`src/rtl/lda_pkg.sv`:
```
package lda_pkg;
  typedef enum logic [1:0] {
    ST_WAIT = 2'd0,
    ST_BUFF = 2'd1,
    ST_RUN  = 2'd2
  } lda_state_e;
endpackage

```
`src/rtl/lda_phase_ctr.sv`:
```
module lda_phase_ctr #(
  parameter int MB_LEN = 16,
  parameter int CW     = $clog2(MB_LEN)
) (
  input  logic          clk,
  input  logic          rst_n,
  output logic [CW-1:0] phase
);
  localparam logic [CW-1:0] LAST = CW'(MB_LEN - 1);

  logic [CW-1:0] phase_q, phase_d;

  always_comb begin
    if (phase_q == LAST) phase_d = '0;
    else                 phase_d = phase_q + 1'b1;
  end

  always_ff @(posedge clk or negedge rst_n) begin
    if (!rst_n) phase_q <= '0;
    else        phase_q <= phase_d;
  end

  assign phase = phase_q;
endmodule

```
`src/rtl/lda_lane_gate.sv`:
```
module lda_lane_gate #(
  parameter int LANES = 4
) (
  input  logic             mode_8b,
  input  logic [LANES-1:0] blk_lock,
  input  logic [LANES-1:0] mb_lock,
  input  logic [LANES-1:0] emb_lock,
  input  logic [LANES-1:0] emb_start,
  input  logic [LANES-1:0] ila_start,
  output logic [LANES-1:0] mark,
  output logic             all_al
);
  logic [LANES-1:0] lane_ok;

  for (genvar i = 0; i < LANES; i++) begin : g_lane
    always_comb begin
      if (mode_8b) begin
        lane_ok[i] = blk_lock[i];
        mark[i]    = ila_start[i];
      end else begin
        lane_ok[i] = blk_lock[i] & mb_lock[i] & emb_lock[i];
        mark[i]    = emb_start[i];
      end
    end
  end

  assign all_al = &lane_ok;
endmodule

```
`src/rtl/lda_lane_fifo.sv`:
```
module lda_lane_fifo #(
  parameter int DW    = 8,
  parameter int DEPTH = 32,
  parameter int AW    = $clog2(DEPTH),
  parameter int CNTW  = $clog2(DEPTH + 1)
) (
  input  logic            clk,
  input  logic            rst_n,
  input  logic            flush,
  input  logic            push,
  input  logic            pop,
  input  logic [DW-1:0]   din,
  output logic [DW-1:0]   dout,
  output logic [CNTW-1:0] fill,
  output logic            ovf
);
  localparam logic [AW-1:0]   PTR_LAST = AW'(DEPTH - 1);
  localparam logic [CNTW-1:0] CNT_FULL = CNTW'(DEPTH);

  logic [DW-1:0]   mem [DEPTH];
  logic [AW-1:0]   wr_q, wr_d, rd_q, rd_d;
  logic [CNTW-1:0] cnt_q, cnt_d;
  logic            full, wr_en, rd_en;

  assign full  = (cnt_q == CNT_FULL);
  assign rd_en = pop & (cnt_q != '0) & ~flush;
  assign wr_en = push & (~full | rd_en) & ~flush;
  assign ovf   = push & full & ~rd_en & ~flush;

  always_comb begin
    wr_d  = wr_q;
    rd_d  = rd_q;
    cnt_d = cnt_q;
    if (flush) begin
      wr_d  = '0;
      rd_d  = '0;
      cnt_d = '0;
    end else begin
      if (wr_en) wr_d = (wr_q == PTR_LAST) ? '0 : wr_q + 1'b1;
      if (rd_en) rd_d = (rd_q == PTR_LAST) ? '0 : rd_q + 1'b1;
      case ({wr_en, rd_en})
        2'b10:   cnt_d = cnt_q + 1'b1;
        2'b01:   cnt_d = cnt_q - 1'b1;
        default: cnt_d = cnt_q;
      endcase
    end
  end

  always_ff @(posedge clk or negedge rst_n) begin
    if (!rst_n) begin
      wr_q  <= '0;
      rd_q  <= '0;
      cnt_q <= '0;
    end else begin
      wr_q  <= wr_d;
      rd_q  <= rd_d;
      cnt_q <= cnt_d;
    end
  end

  always_ff @(posedge clk) begin
    if (wr_en) mem[wr_q] <= din;
  end

  assign dout = mem[rd_q];
  assign fill = cnt_q;
endmodule

```
`src/rtl/lda_ctrl.sv`:
```
module lda_ctrl #(
  parameter int LANES = 4
) (
  input  logic                    clk,
  input  logic                    rst_n,
  input  logic                    all_al,
  input  logic                    rel_hit,
  input  logic                    clr_err,
  input  logic [LANES-1:0]        mark,
  input  logic [LANES-1:0]        ovf,
  output lda_pkg::lda_state_e     state,
  output logic [LANES-1:0]        push,
  output logic [LANES-1:0]        pop,
  output logic                    flush,
  output logic                    err
);
  import lda_pkg::*;

  lda_state_e       state_q, state_d;
  logic [LANES-1:0] started_q, started_d;
  logic             err_q, err_d;

  always_comb begin
    state_d   = state_q;
    started_d = started_q;
    push      = '0;
    pop       = '0;
    flush     = 1'b0;
    err_d     = (err_q & ~clr_err) | (|ovf);
    case (state_q)
      ST_WAIT: begin
        flush     = 1'b1;
        started_d = '0;
        if (all_al) state_d = ST_BUFF;
      end
      ST_BUFF: begin
        if (!all_al) begin
          flush     = 1'b1;
          started_d = '0;
          state_d   = ST_WAIT;
        end else begin
          push      = started_q | mark;
          started_d = started_q | mark;
          if ((&started_q) && rel_hit) state_d = ST_RUN;
        end
      end
      ST_RUN: begin
        if (!all_al) begin
          flush     = 1'b1;
          started_d = '0;
          state_d   = ST_WAIT;
        end else begin
          push = '1;
          pop  = '1;
        end
      end
      default: begin
        flush     = 1'b1;
        started_d = '0;
        state_d   = ST_WAIT;
      end
    endcase
  end

  always_ff @(posedge clk or negedge rst_n) begin
    if (!rst_n) begin
      state_q   <= ST_WAIT;
      started_q <= '0;
      err_q     <= 1'b0;
    end else begin
      state_q   <= state_d;
      started_q <= started_d;
      err_q     <= err_d;
    end
  end

  assign state = state_q;
  assign err   = err_q;
endmodule

```
`src/rtl/lane_deskew_buffer.sv`:
```
module lane_deskew_buffer #(
  parameter int LANES  = 4,
  parameter int DW     = 8,
  parameter int DEPTH  = 32,
  parameter int MB_LEN = 16
) (
  input  logic                        clk,
  input  logic                        rst_n,
  input  logic                        mode_8b,
  input  logic [$clog2(MB_LEN)-1:0]   rbd,
  input  logic                        clr_err,
  input  logic [LANES*DW-1:0]         lane_data,
  input  logic [LANES-1:0]            blk_lock,
  input  logic [LANES-1:0]            mb_lock,
  input  logic [LANES-1:0]            emb_lock,
  input  logic [LANES-1:0]            emb_start,
  input  logic [LANES-1:0]            ila_start,
  output logic [LANES*DW-1:0]         aligned_data,
  output logic                        aligned_valid,
  output logic [1:0]                  link_state,
  output logic                        ovf_err
);
  import lda_pkg::*;

  localparam int CW   = $clog2(MB_LEN);
  localparam int CNTW = $clog2(DEPTH + 1);

  logic [CW-1:0]         phase;
  logic                  all_al, rel_hit, flush;
  logic [LANES-1:0]      mark, push, pop, ovf;
  lda_state_e            state;
  logic [LANES*DW-1:0]   head;
  logic [LANES*CNTW-1:0] fill_flat;

  lda_phase_ctr #(.MB_LEN(MB_LEN), .CW(CW)) u_phase (
    .clk(clk), .rst_n(rst_n), .phase(phase)
  );

  lda_lane_gate #(.LANES(LANES)) u_gate (
    .mode_8b(mode_8b), .blk_lock(blk_lock), .mb_lock(mb_lock),
    .emb_lock(emb_lock), .emb_start(emb_start), .ila_start(ila_start),
    .mark(mark), .all_al(all_al)
  );

  assign rel_hit = (phase == rbd);

  lda_ctrl #(.LANES(LANES)) u_ctrl (
    .clk(clk), .rst_n(rst_n), .all_al(all_al), .rel_hit(rel_hit),
    .clr_err(clr_err), .mark(mark), .ovf(ovf), .state(state),
    .push(push), .pop(pop), .flush(flush), .err(ovf_err)
  );

  for (genvar i = 0; i < LANES; i++) begin : g_fifo
    lda_lane_fifo #(.DW(DW), .DEPTH(DEPTH)) u_fifo (
      .clk(clk), .rst_n(rst_n), .flush(flush), .push(push[i]), .pop(pop[i]),
      .din(lane_data[i*DW +: DW]), .dout(head[i*DW +: DW]),
      .fill(fill_flat[i*CNTW +: CNTW]), .ovf(ovf[i])
    );
  end

  assign aligned_valid = (state == ST_RUN);
  assign aligned_data  = aligned_valid ? head : '0;
  assign link_state    = state;
endmodule

```
`config.mk`:
```
export PLATFORM = sky130hd
export DESIGN_NAME = lane_deskew_buffer
export DESIGN_NICKNAME = d
export VERILOG_FILES = /design/src/rtl/lda_pkg.sv /design/src/rtl/lda_phase_ctr.sv /design/src/rtl/lda_lane_gate.sv /design/src/rtl/lda_lane_fifo.sv /design/src/rtl/lda_ctrl.sv /design/src/rtl/lane_deskew_buffer.sv
export SDC_FILE = /design/constraint.sdc
export NUM_CORES = 1
export LEC_CHECK = 0
export ABC_CLOCK_PERIOD_IN_PS = 5900
export CAP_MARGIN = 40
export CELL_PAD_IN_SITES_DETAIL_PLACEMENT = 0
export CELL_PAD_IN_SITES_GLOBAL_PLACEMENT = 1
export CORE_MARGIN = 3
export CORE_UTILIZATION = 55
export DETAILED_ROUTE_END_ITERATION = 12
export PLACE_DENSITY_LB_ADDON = 0.1
export RECOVER_POWER = 100
export SLEW_MARGIN = 0
export SYNTH_ARGS = -nofsm -noshare
export SYNTH_HDL_FRONTEND = slang
export SYNTH_SLANG_ARGS = --single-unit
```
`constraint.sdc`:
```
create_clock -name clk -period 5.9 [get_ports clk]
set_input_delay 1.77 -clock clk [delete_from_list [all_inputs] [get_ports clk]]
set_output_delay 1.77 -clock clk [all_outputs]
set_load 0.02 [all_outputs]
```
* Word level (Yosys, flattened, before mapping)
Memory sizes are Yosys's and may differ from the RTL's.
Cells that the tools add are included.
** Word-level totals
- Memory bits (writable) :: 1024
- Output and inout bits :: 36
- Latch bits :: 0
- Flip-flop bits (word level) :: 75
- Memories kept :: 4
- Input bits :: 60
- Logic and storage cells :: 203
- Bits in read-only memories :: 0
** Cells by class
- Shifts and indexed selects :: 0
- Order comparisons :: 0
- Reductions and logical operators :: 23
- Multipliers :: 0
- Divide/modulo/power cells :: 0
- Bitwise gates (word level) :: 53
- $add $sub $neg :: 17
- Muxes and demuxes :: 63
- Equality and inequality tests :: 27
** Memories
- g_fifo[0].u_fifo.mem :: depth 32, bits a word 8, rd ports 1, clocked after Yosys merged registers in 0, write ports 1, RTL line lda_lane_fifo.sv:20 : logic [DW-1:0] mem [DEPTH];
- g_fifo[1].u_fifo.mem :: depth 32, bits a word 8, rd ports 1, clocked after Yosys merged registers in 0, write ports 1, RTL line lda_lane_fifo.sv:20
- g_fifo[2].u_fifo.mem :: depth 32, bits a word 8, rd ports 1, clocked after Yosys merged registers in 0, write ports 1, RTL line lda_lane_fifo.sv:20
- g_fifo[3].u_fifo.mem :: depth 32, bits a word 8, rd ports 1, clocked after Yosys merged registers in 0, write ports 1, RTL line lda_lane_fifo.sv:20
** Operator list (count)
- $mux W5 :: 24
- $pmux W6 S2 :: 4
- $add A5 B1 Y5 const B :: 8
- $eq A5 B5 Y1 const B :: 8
- $and A1 B1 Y1 :: 37
- $mux W32 :: 1
- $add A6 B1 Y6 const B :: 4
- $eq A6 B6 Y1 const B :: 4
- $mux W6 :: 4
- $reduce_bool A6 Y1 :: 4
- $sub A6 B1 Y6 const B :: 4
- $mux W4 :: 5
- $mux W1 :: 18
- $pmux W4 S2 :: 2
- $reduce_bool A2 Y1 :: 8
- $reduce_bool A3 Y1 :: 4
- $eq A2 B1 Y1 const B :: 5
- $eq A2 B2 Y1 const B :: 5
- $not A1 Y1 :: 10
- $mux W2 :: 4
- $reduce_and A4 Y1 :: 2
- $pmux W2 S3 :: 1
- $or A1 B1 Y1 :: 5
- $add A4 B1 Y4 const B :: 1
- 11 further kinds :: 11

* Longest topological paths before layout
Gate-level depths: netlist of run 1.
- Depth after elaboration :: 14
- Gate-level depth with buffers :: 18
- Mapped depth without buffers :: 15

* Modules after synthesis
Synthesis of run 1 repeated with hierarchy kept, for this count alone.
** Second synthesis, totals
- Cell total of the unflattened synthesis :: 2228
- Area, all modules :: 45162.1 um2
** By module, submodules not included
- lda_lane_fifo at g_fifo[1].u_fifo ... :: sequential area each 8087.8 um2, times used 2, cells each 532, area each 11051.8 um2
- lda_lane_fifo at g_fifo[3].u_fifo :: sequential area each 8087.8 um2, times used 1, cells each 531, area each 11048.1 um2
- lda_lane_fifo at g_fifo[0].u_fifo :: sequential area each 8087.8 um2, times used 1, cells each 523, area each 11025.6 um2
- lda_ctrl :: sequential area each 175.2 um2, times used 1, cells each 48, area each 454.2 um2
- lane_deskew_buffer :: sequential area each 0.0 um2, times used 1, cells each 41, area each 289.0 um2
- lda_phase_ctr :: sequential area each 100.1 um2, times used 1, cells each 12, area each 163.9 um2
- lda_lane_gate :: sequential area each 0.0 um2, times used 1, cells each 9, area each 77.6 um2

* Worst setup path before layout of run 1
No wires, ideal clock.
- Kind :: input to register
- From :: input port mb_lock[0]
- To :: register g_fifo[0].u_fifo.cnt_q[4]
- Stages on the path :: 18
- Buffers on the path :: 4
- Data required time :: 5.768 ns
- Setup time :: 0.132 ns
- Setup slack :: 1.224 ns
- Arrival :: 4.544 ns
- Cells stage by stage :: nand4_1 -> o21bai_1 -> buf_2 -> and3_1 -> clkbuf_1 -> a21o_1 -> buf_4 -> inv_1 -> ha_1 -> clkbuf_1 -> xor2_1 -> ha_1 -> o21a_1 -> o22a_1 -> a21oi_1 -> xnor2_1 -> mux2i_1 -> nor2_1
** On the way
- Cells in the longest elaborated chain, start to end :: 14
- Elaborated cells between the ends (all ways) :: 21
- Classes of those cells :: eq/ne (2); mux (9); bitwise (8); reduce/logical (2)
** Ends and longest elaborated chain
- from (decl) :: RTL line lane_deskew_buffer.sv:14 : input logic [LANES-1:0] mb_lock,
- $and A1 B1 Y1 (*) (2 in a row) :: RTL line lda_lane_gate.sv:21 : lane_ok[i] = blk_lock[i] & mb_lock[i] & emb_lock[i];
- $mux W1 (*) :: RTL line lda_lane_gate.sv:17 : if (mode_8b) begin
- $reduce_and A4 Y1 (*) :: RTL line lda_lane_gate.sv:27 : assign all_al = &lane_ok;
- $mux W4 / $mux W1 (equally long branches) :: RTL line lda_ctrl.sv:48, lda_ctrl.sv:37
- $mux W4 / $mux W1 (equally long branches)
- $and A1 B1 Y1 / $not A1 Y1 (equally long branches) :: RTL line lda_lane_fifo.sv:26, lda_lane_fifo.sv:27
- $and A1 B1 Y1 :: RTL line lda_lane_fifo.sv:26 : assign rd_en = pop & (cnt_q != '0) & ~flush;
- $or A1 B1 Y1 :: RTL line lda_lane_fifo.sv:27 : assign wr_en = push & (~full | rd_en) & ~flush;
- $and A1 B1 Y1 (2 in a row) :: RTL line lda_lane_fifo.sv:27
- $eq A2 B1 Y1 / $eq A2 B2 Y1 (equally long branches) :: RTL line lda_lane_fifo.sv:41 : case ({wr_en, rd_en})
- $pmux W6 S2 :: RTL line lda_lane_fifo.sv:41
- $mux W6 :: RTL line lda_lane_fifo.sv:34 : if (flush) begin
- to (signal assigned) :: RTL line lda_lane_fifo.sv:57 : cnt_q <= cnt_d;
- to (decl) :: RTL line lda_lane_fifo.sv:22 : logic [CNTW-1:0] cnt_q, cnt_d;
Every way passes the cells marked *; elsewhere a longest branch is shown, timed or not.
A chain may end at the register's enable or synchronous reset.

* Worst setup path after layout of run 1
- From :: register g_fifo[3].u_fifo.rd_q[0]
- To :: output port aligned_data[28]
** On the way
- Cells in the longest elaborated chain, start to end :: 2
** Ends and longest elaborated chain
- from (decl) :: RTL line lda_lane_fifo.sv:21 : logic [AW-1:0] wr_q, wr_d, rd_q, rd_d;
- from (signal assigned) :: RTL line lda_lane_fifo.sv:56 : rd_q <= rd_d;
- $mem_v2 Z32 W8
- $mux W32 :: RTL line lane_deskew_buffer.sv:62 : assign aligned_data = aligned_valid ? head : '0;
- to (decl) :: RTL line lane_deskew_buffer.sv:18 : output logic [LANES*DW-1:0] aligned_data,
No other way between the ends.

==> impl_metrics.toml, run 1 <==
[cells_and_area]
antenna_cells = 0
fin_util = 0.633
nets = 2676
area_delta_synth_final_pct = 13.0
final_layout_size_suffix_gt1_frac = 0.173
fillers = 5537

[floorplanning]
die_y_um = 291
start_util = 0.560
io_pins = 96
rows = 103
core_area_um2 = 79800
die-area_um2 = 84700
die_x_um = 291

[detailed_routing]
antenna_left = 0
vias = 22700
drc = 0
dr.pass1.iters = 5
wl_per_cell_um = 25.6
drt_wl_total_um = 94700
drt_iter0_markers = 2213
viasPerCell = 6.14

[flow_run]
cap_violations = 9

[hold_path]
whs_path_depth = 2
min_from = "u_ctrl.started_q[0]"
min_path_type = "register to register"
worstHoldEndpoint = "u_ctrl.started_q[0]"

[clock_tree]
clk_latency_ns = 0.66
ctsResizeCount = 0
cts_buffers = 109
clockRootBuffer = "clkbuf_16"
cts_hold_buf = 0
tritoncts = "built"
clock_path_buffers = 3
cts.sinks = 1099
clk_pin_slew_ns = 0.06
htree_levels = 3
cts_setup_buffers = 0

[sta]
finalHoldViolCount = 0
tns_ns = 0
max_freq_mhz = 175
slew_violations = 318
setup_violations = 0
timing.hold.ws_ns = 0.508
fin_crit_ns = 5.71
finClkSkew_ns = 0.0224
rsz0062_at_grt = "false"
relSlewSlack = -1.16
tightest_slew_ns = 3.24
fin_crit_sh = 0.968
fin_ws_ns = 0.190

[yosys]
syn-mean-instance-area_um2 = 19.0
yosysSeqAreaShare = 0.730
yosys.area.top_type = "edfxtp_1"
yosysWarnings = 0
synthXorXnorAreaFrac = 0.00392
yosysUniqueCellTypes = 71
synthTopCellsByArea = "edfxtp_1, mux4_2, dfrtp_1, mux2i_1, nor2_1"
synth_edf_count = 1024
ys_seq_elements = 1099
synthCells = 2353
async_reset_ff_frac = 0.0682
synth_compound_area_frac = 0.0459
syn_area_um2 = 44700
yosysTopAreaCellShare = 0.688
synthAdderAreaFrac = 0.0151
synthMuxAreaShare = 0.148
synthSimpleGateAreaFrac = 0.0415
synth_ff_type = "edfxtp_1"
synth_top_family_by_area = "multiplexers"

[placement]
post-place-ws_ns = 0.398
hpwlAfterDp_um = 62600
place_congestion = 0.831
port_buffers = 95

[worst_setup_path]
timing.rr.end = "g_fifo[1].u_fifo.mem[17][7]"
worstSetupPathType = "register to output port"
cp.arrival_ns = 3.94
cp-end-kind = "output port"
reg2reg_from = "u_ctrl.state[1]"
reg2reg_depth = 8
r2r_slack_ns = 1.85
startpoint_type = "register"
critPathRequiredTime_ns = 4.13
cp_max_fo = 51

[grt]
grt_pass1_wl_um = 147000
grt_overflow = 0
grt_usage = 0.228
grt_pass1_vias = 23600
antenna_found_initial = 1
grt_max_degree = 54

[pwr]
power_uw = 15500
cellPowerDensity_nw_per_um2 = 308
peakVddDrop_mv = 0.278
leakagePower_uw = 0.0158

[outcome]
outcome = "finished with violations"
violations = "capacitance limit, slew limit"
-- report_power, final --
part	switching [uW]	internal, uW	leakage, uW
Clock	2790	3820	0.00167
Combinational	286	114	0.00387
Sequential	9.28	8530	0.0102
-- sequential cells by signal, indices dropped and copies added (netlist names) --
signal	count
u_ctrl.state	2
u_ctrl.started_q	4
g_fifo.u_fifo.fill	24
g_fifo.u_fifo.mem	1024
g_fifo.u_fifo.rd_q	20
u_ctrl.err	1
u_phase.phase	4
g_fifo.u_fifo.wr_q	20
-- cell usage in the layout, fill, tap and decap left out, types with 43 or more instances in the layout --
cell	count
nand2_1	57
dlygate4sd3_1	43
mux2i_1	95
mux4_2	248
clkbuf_16	111
edfxtp_1	1024
clkdlybuf4s50_1	51
ha_1	49
a21oi_1	50
dfrtp_1	68
clkbuf_1	108
nor2_1	179
-- metrics by stage --
stage | std cells | area [um^2]
finish | 3699 | 50500
global route | 3699 | 50500
global placement | 3475 | 47200
detailed placement | 3503 | 47700
CTS | 3699 | 51100
floorplan | 2367 | 44800
-- cell families after synthesis --
logic type | count (synthesis)
XOR/XNOR | 20
flip-flops | 1099
AO/OA/AOI/OAI | 281
multiplexers | 352
buffers and inverters | 159
adder cells (fa/ha/maj) | 52
other | 1
AND/OR/NAND/NOR | 389
-- Yosys cell counts, types with 6 or more instances --
master,number
o31a_1,6
a21o_1,7
and2_1,6
nand2_1,56
and3_1,12
nor2b_1,27
o22ai_1,11
nand2b_1,6
a21boi_0,9
inv_1,34
ha_1,49
nand4_1,9
mux2i_1,95
o221ai_1,28
nor3_1,8
a211o_1,13
dfrtp_1,75
a211oi_1,27
xnor2_1,11
buf_1,21
o31ai_1,23
or3_1,11
mux2_2,9
nor2_1,179
a22o_1,30
mux4_2,248
edfxtp_1,1024
buf_2,43
o21ai_0,34
clkbuf_1,55
or3b_2,6
a21oi_1,49
nand3b_1,12
o2bb2ai_1,8
nand3_1,34
xor2_1,9
-- how the worst max path moves through the flow --
stage,from,endpoint,slack (ns),depth (start not counted)
floorplan,mb_lock[0],g_fifo[0].u_fifo.fill[4],1.22,18
global placement,mb_lock[2],g_fifo[0].u_fifo.fill[5],0.52,13
detailed placement,mb_lock[0],g_fifo[0].u_fifo.fill[5],0.40,13
CTS,g_fifo[2].u_fifo.rd_q[0],aligned_data[22],0.13,5
global route,g_fifo[0].u_fifo.rd_q[0],aligned_data[5],0.007,5
finish,g_fifo[3].u_fifo.rd_q[0],aligned_data[28],0.19,6
-- worst max-delay path, cell delays in order, from the launching register on --
cell and delay [ns]:
dfrtp_4 0.96, buf_12 0.35, mux4_2 0.59, nor4_1 0.23, a211o_1 0.22, o31ai_1 0.14, dlygate4sd3_1 0.68
-- metal layers --
metal	global-route usage	routed length, um	up-vias
met2	0.353	44800	746
met3	0.0427	6430	161
met1	0.338	41000	11800
met4	0.0614	2530	0
li1	-	-	10000
met5	0	0	-
-- area by class of cell --
class                      count  area (um^2)  area share
tap                         1050         1310      0.0260
sequential                  1099        32600       0.646
clock inverter                64          543      0.0107
multi-input combinational   1109        11400       0.226
timing repair buffer         211         1620      0.0321
clock buffer                 132         2870      0.0567
inverter                      34          128     0.00253
Power figures use the tool's default switching activity.
==> run 2: changes to the inputs <==
Settings changed: CAP_MARGIN 40 to 20, CELL_PAD_IN_SITES_DETAIL_PLACEMENT 0 to unset, CELL_PAD_IN_SITES_GLOBAL_PLACEMENT 1 to unset, PLACE_DENSITY set to 0.72, PLACE_DENSITY_LB_ADDON 0.1 to unset.
==> impl_metrics.toml, run 2 (same netlist as run 1, synthesis figures left out) <==
[detailed_routing]
antenna_left = 0
top_layer = "met5"
dr.pass1.iters = 5
route.met2.wl_um = 46700
wl_met3_um = 6760
vias = 23200
drc = 0
drt_wl_total_um = 95600
viasPerCell = 6.29
wl_per_cell_um = 25.9
drt_iter0_markers = 2198
met1_length_um = 39900

[worst_setup_path]
cp-end-kind = "register"
crit_path_start = "mb_lock[2]"
cp_top_family = "compound AO/OA/AOI/OAI gates"
cpPeakStageDelay_ns = 1.11
r2r_slack_ns = 1.78
cp_max_fo = 10
startpoint_type = "input port"
cp.arrival_ns = 5.98
path_cells = "dlygate4sd3_1 > nand4_1 > o21bai_1 > nand3_1 > o21ai_0 > nand2_1 > nor2_1"
worstSetupPathType = "input port to register"
critPathRequiredTime_ns = 6.17
critPathBufInv = 1
crit_slowest_cell = "o21ai_0"
reg2reg_from = "u_ctrl.state[0]"

[outcome]
outcome = "finished with violations"
violations = "capacitance limit, slew limit"

[hold_path]
min_path_type = "register to register"
min_from = "u_ctrl.started_q[0]"

[floorplanning]
core_area_um2 = 79800
die-area_um2 = 84700
rows = 103
start_util = 0.560
die_x_um = 291
io_pins = 96
die_y_um = 291

[sta]
tightest_slew_ns = 2.03
setup_violations = 0
rsz0062_at_grt = "false"
tns_ns = 0
relSlewSlack = -0.355
max_freq_mhz = 175
finalHoldViolCount = 0
finClkSkew_ns = 0.0277
fin_crit_ns = 5.71
slew_violations = 274
fin_crit_sh = 0.968

[clock_tree]
htree_levels = 3
cts.sinks = 1099
clk_pin_slew_ns = 0.07
clock_path_buffers = 3
cts_hold_buf = 0
clk_latency_ns = 0.66
cts_buffers = 106
cts_setup_buffers = 0
tritoncts = "built"
ctsResizeCount = 0
clockRootBuffer = "clkbuf_16"

[cells_and_area]
final_layout_size_suffix_gt1_frac = 0.177
largest-register = "g_fifo.u_fifo.mem"
area_delta_synth_final_pct = 12.8
antenna_cells = 0
nets = 2661
instances_no_fill = 3686
largest_register_ff_count = 1024
mostFrequentLayoutCell = "edfxtp_1"
mostFrequentLayoutCells = "edfxtp_1, mux4_2, nor2_1, clkbuf_16, mux2i_1"

[grt]
grt_pass1_vias = 23700
grt_max_degree = 76
grt_overflow = 0
grt_usage = 0.226
antenna_found_initial = 2
grt_pass1_wl_um = 147000

[pwr]
power_uw = 15500
leakagePower_uw = 0.0158
cellPowerDensity_nw_per_um2 = 307
peakVddDrop_mv = 0.291

[flow_run]
cap_violations = 7

[placement]
place_congestion = 0.824
port_buffers = 95
dp_cells = 3471
hpwlAfterDp_um = 60200
-- run 2: cell types whose count changed in the layout (fill, tap and decap cells not counted), sizes merged, moves of 2 or more --
cell and change:
buf +4, clkbuf -26, clkdlybuf4s50 -6, clkinv +13, dlygate4sd3 +6, inv -2
-- run 2: area by class of cell --
| class | instances | area (um^2) |
|---|---|---|
| Tap cell | 1050 | 1310 |
| Clock inverter | 73 | 591 |
| Fill cell | 5373 | 29300 |
| Clock buffer | 122 | 2760 |
| Sequential cell | 1099 | 32600 |
| Multi-Input combinational cell | 1109 | 11400 |
| Timing Repair Buffer | 199 | 1580 |
| Inverter | 34 | 128 |
-- run 2: routing by layer --
layer / track usage / vias up
met3: 0.0370 / 162
met2: 0.361 / 916
met4: 0.0615 / 4
met1: 0.331 / 12100
met5: 0 / -
li1: - / 9983
-- run 2: worst reg2reg max path: cells and delay by family (launching register included) --
family          cells  cell delay (ns)
buf+inv             3             0.83
simple gates        3             1.47
flops               1             0.41
fa+ha+maj           1             0.43
compound gates      1             0.58
-- run 2: report_power, final --
part	internal, uW	total (uW)	switching, uW
logic	114	407	293
clock network	3690	6530	2840
registers	8520	8530	6.25
-- run 2: worst paths after layout --
kind	to	cells after the start
setup / recovery	g_fifo[1].u_fifo.mem[15][1]	7
hold / removal	u_ctrl.started_q[0]	2
setup reg to reg	g_fifo[1].u_fifo.mem[15][1]	8
hold reg to reg	u_ctrl.started_q[0]	2
max in group asynchronous	g_fifo[1].u_fifo.rd_q[0]	1
min in group asynchronous	u_phase.phase[3]	1
-- run 2: per-stage QoR --
stage | instance area (um^2) | setup slack (ns) | hold slack, ns | utilization
after global routing | 50400 | 0.0495 | 0.567 | 0.632
after CTS | 50600 | 0.0706 | 0.516 | 0.635
after detailed placement | 47300 | 0.506 | 0.501 | 0.593
after floorplan | 44800 | 1.22 | 0.461 | -
after global placement | 47100 | 0.603 | 0.486 | 0.590
final | 50400 | 0.188 | 0.523 | 0.632
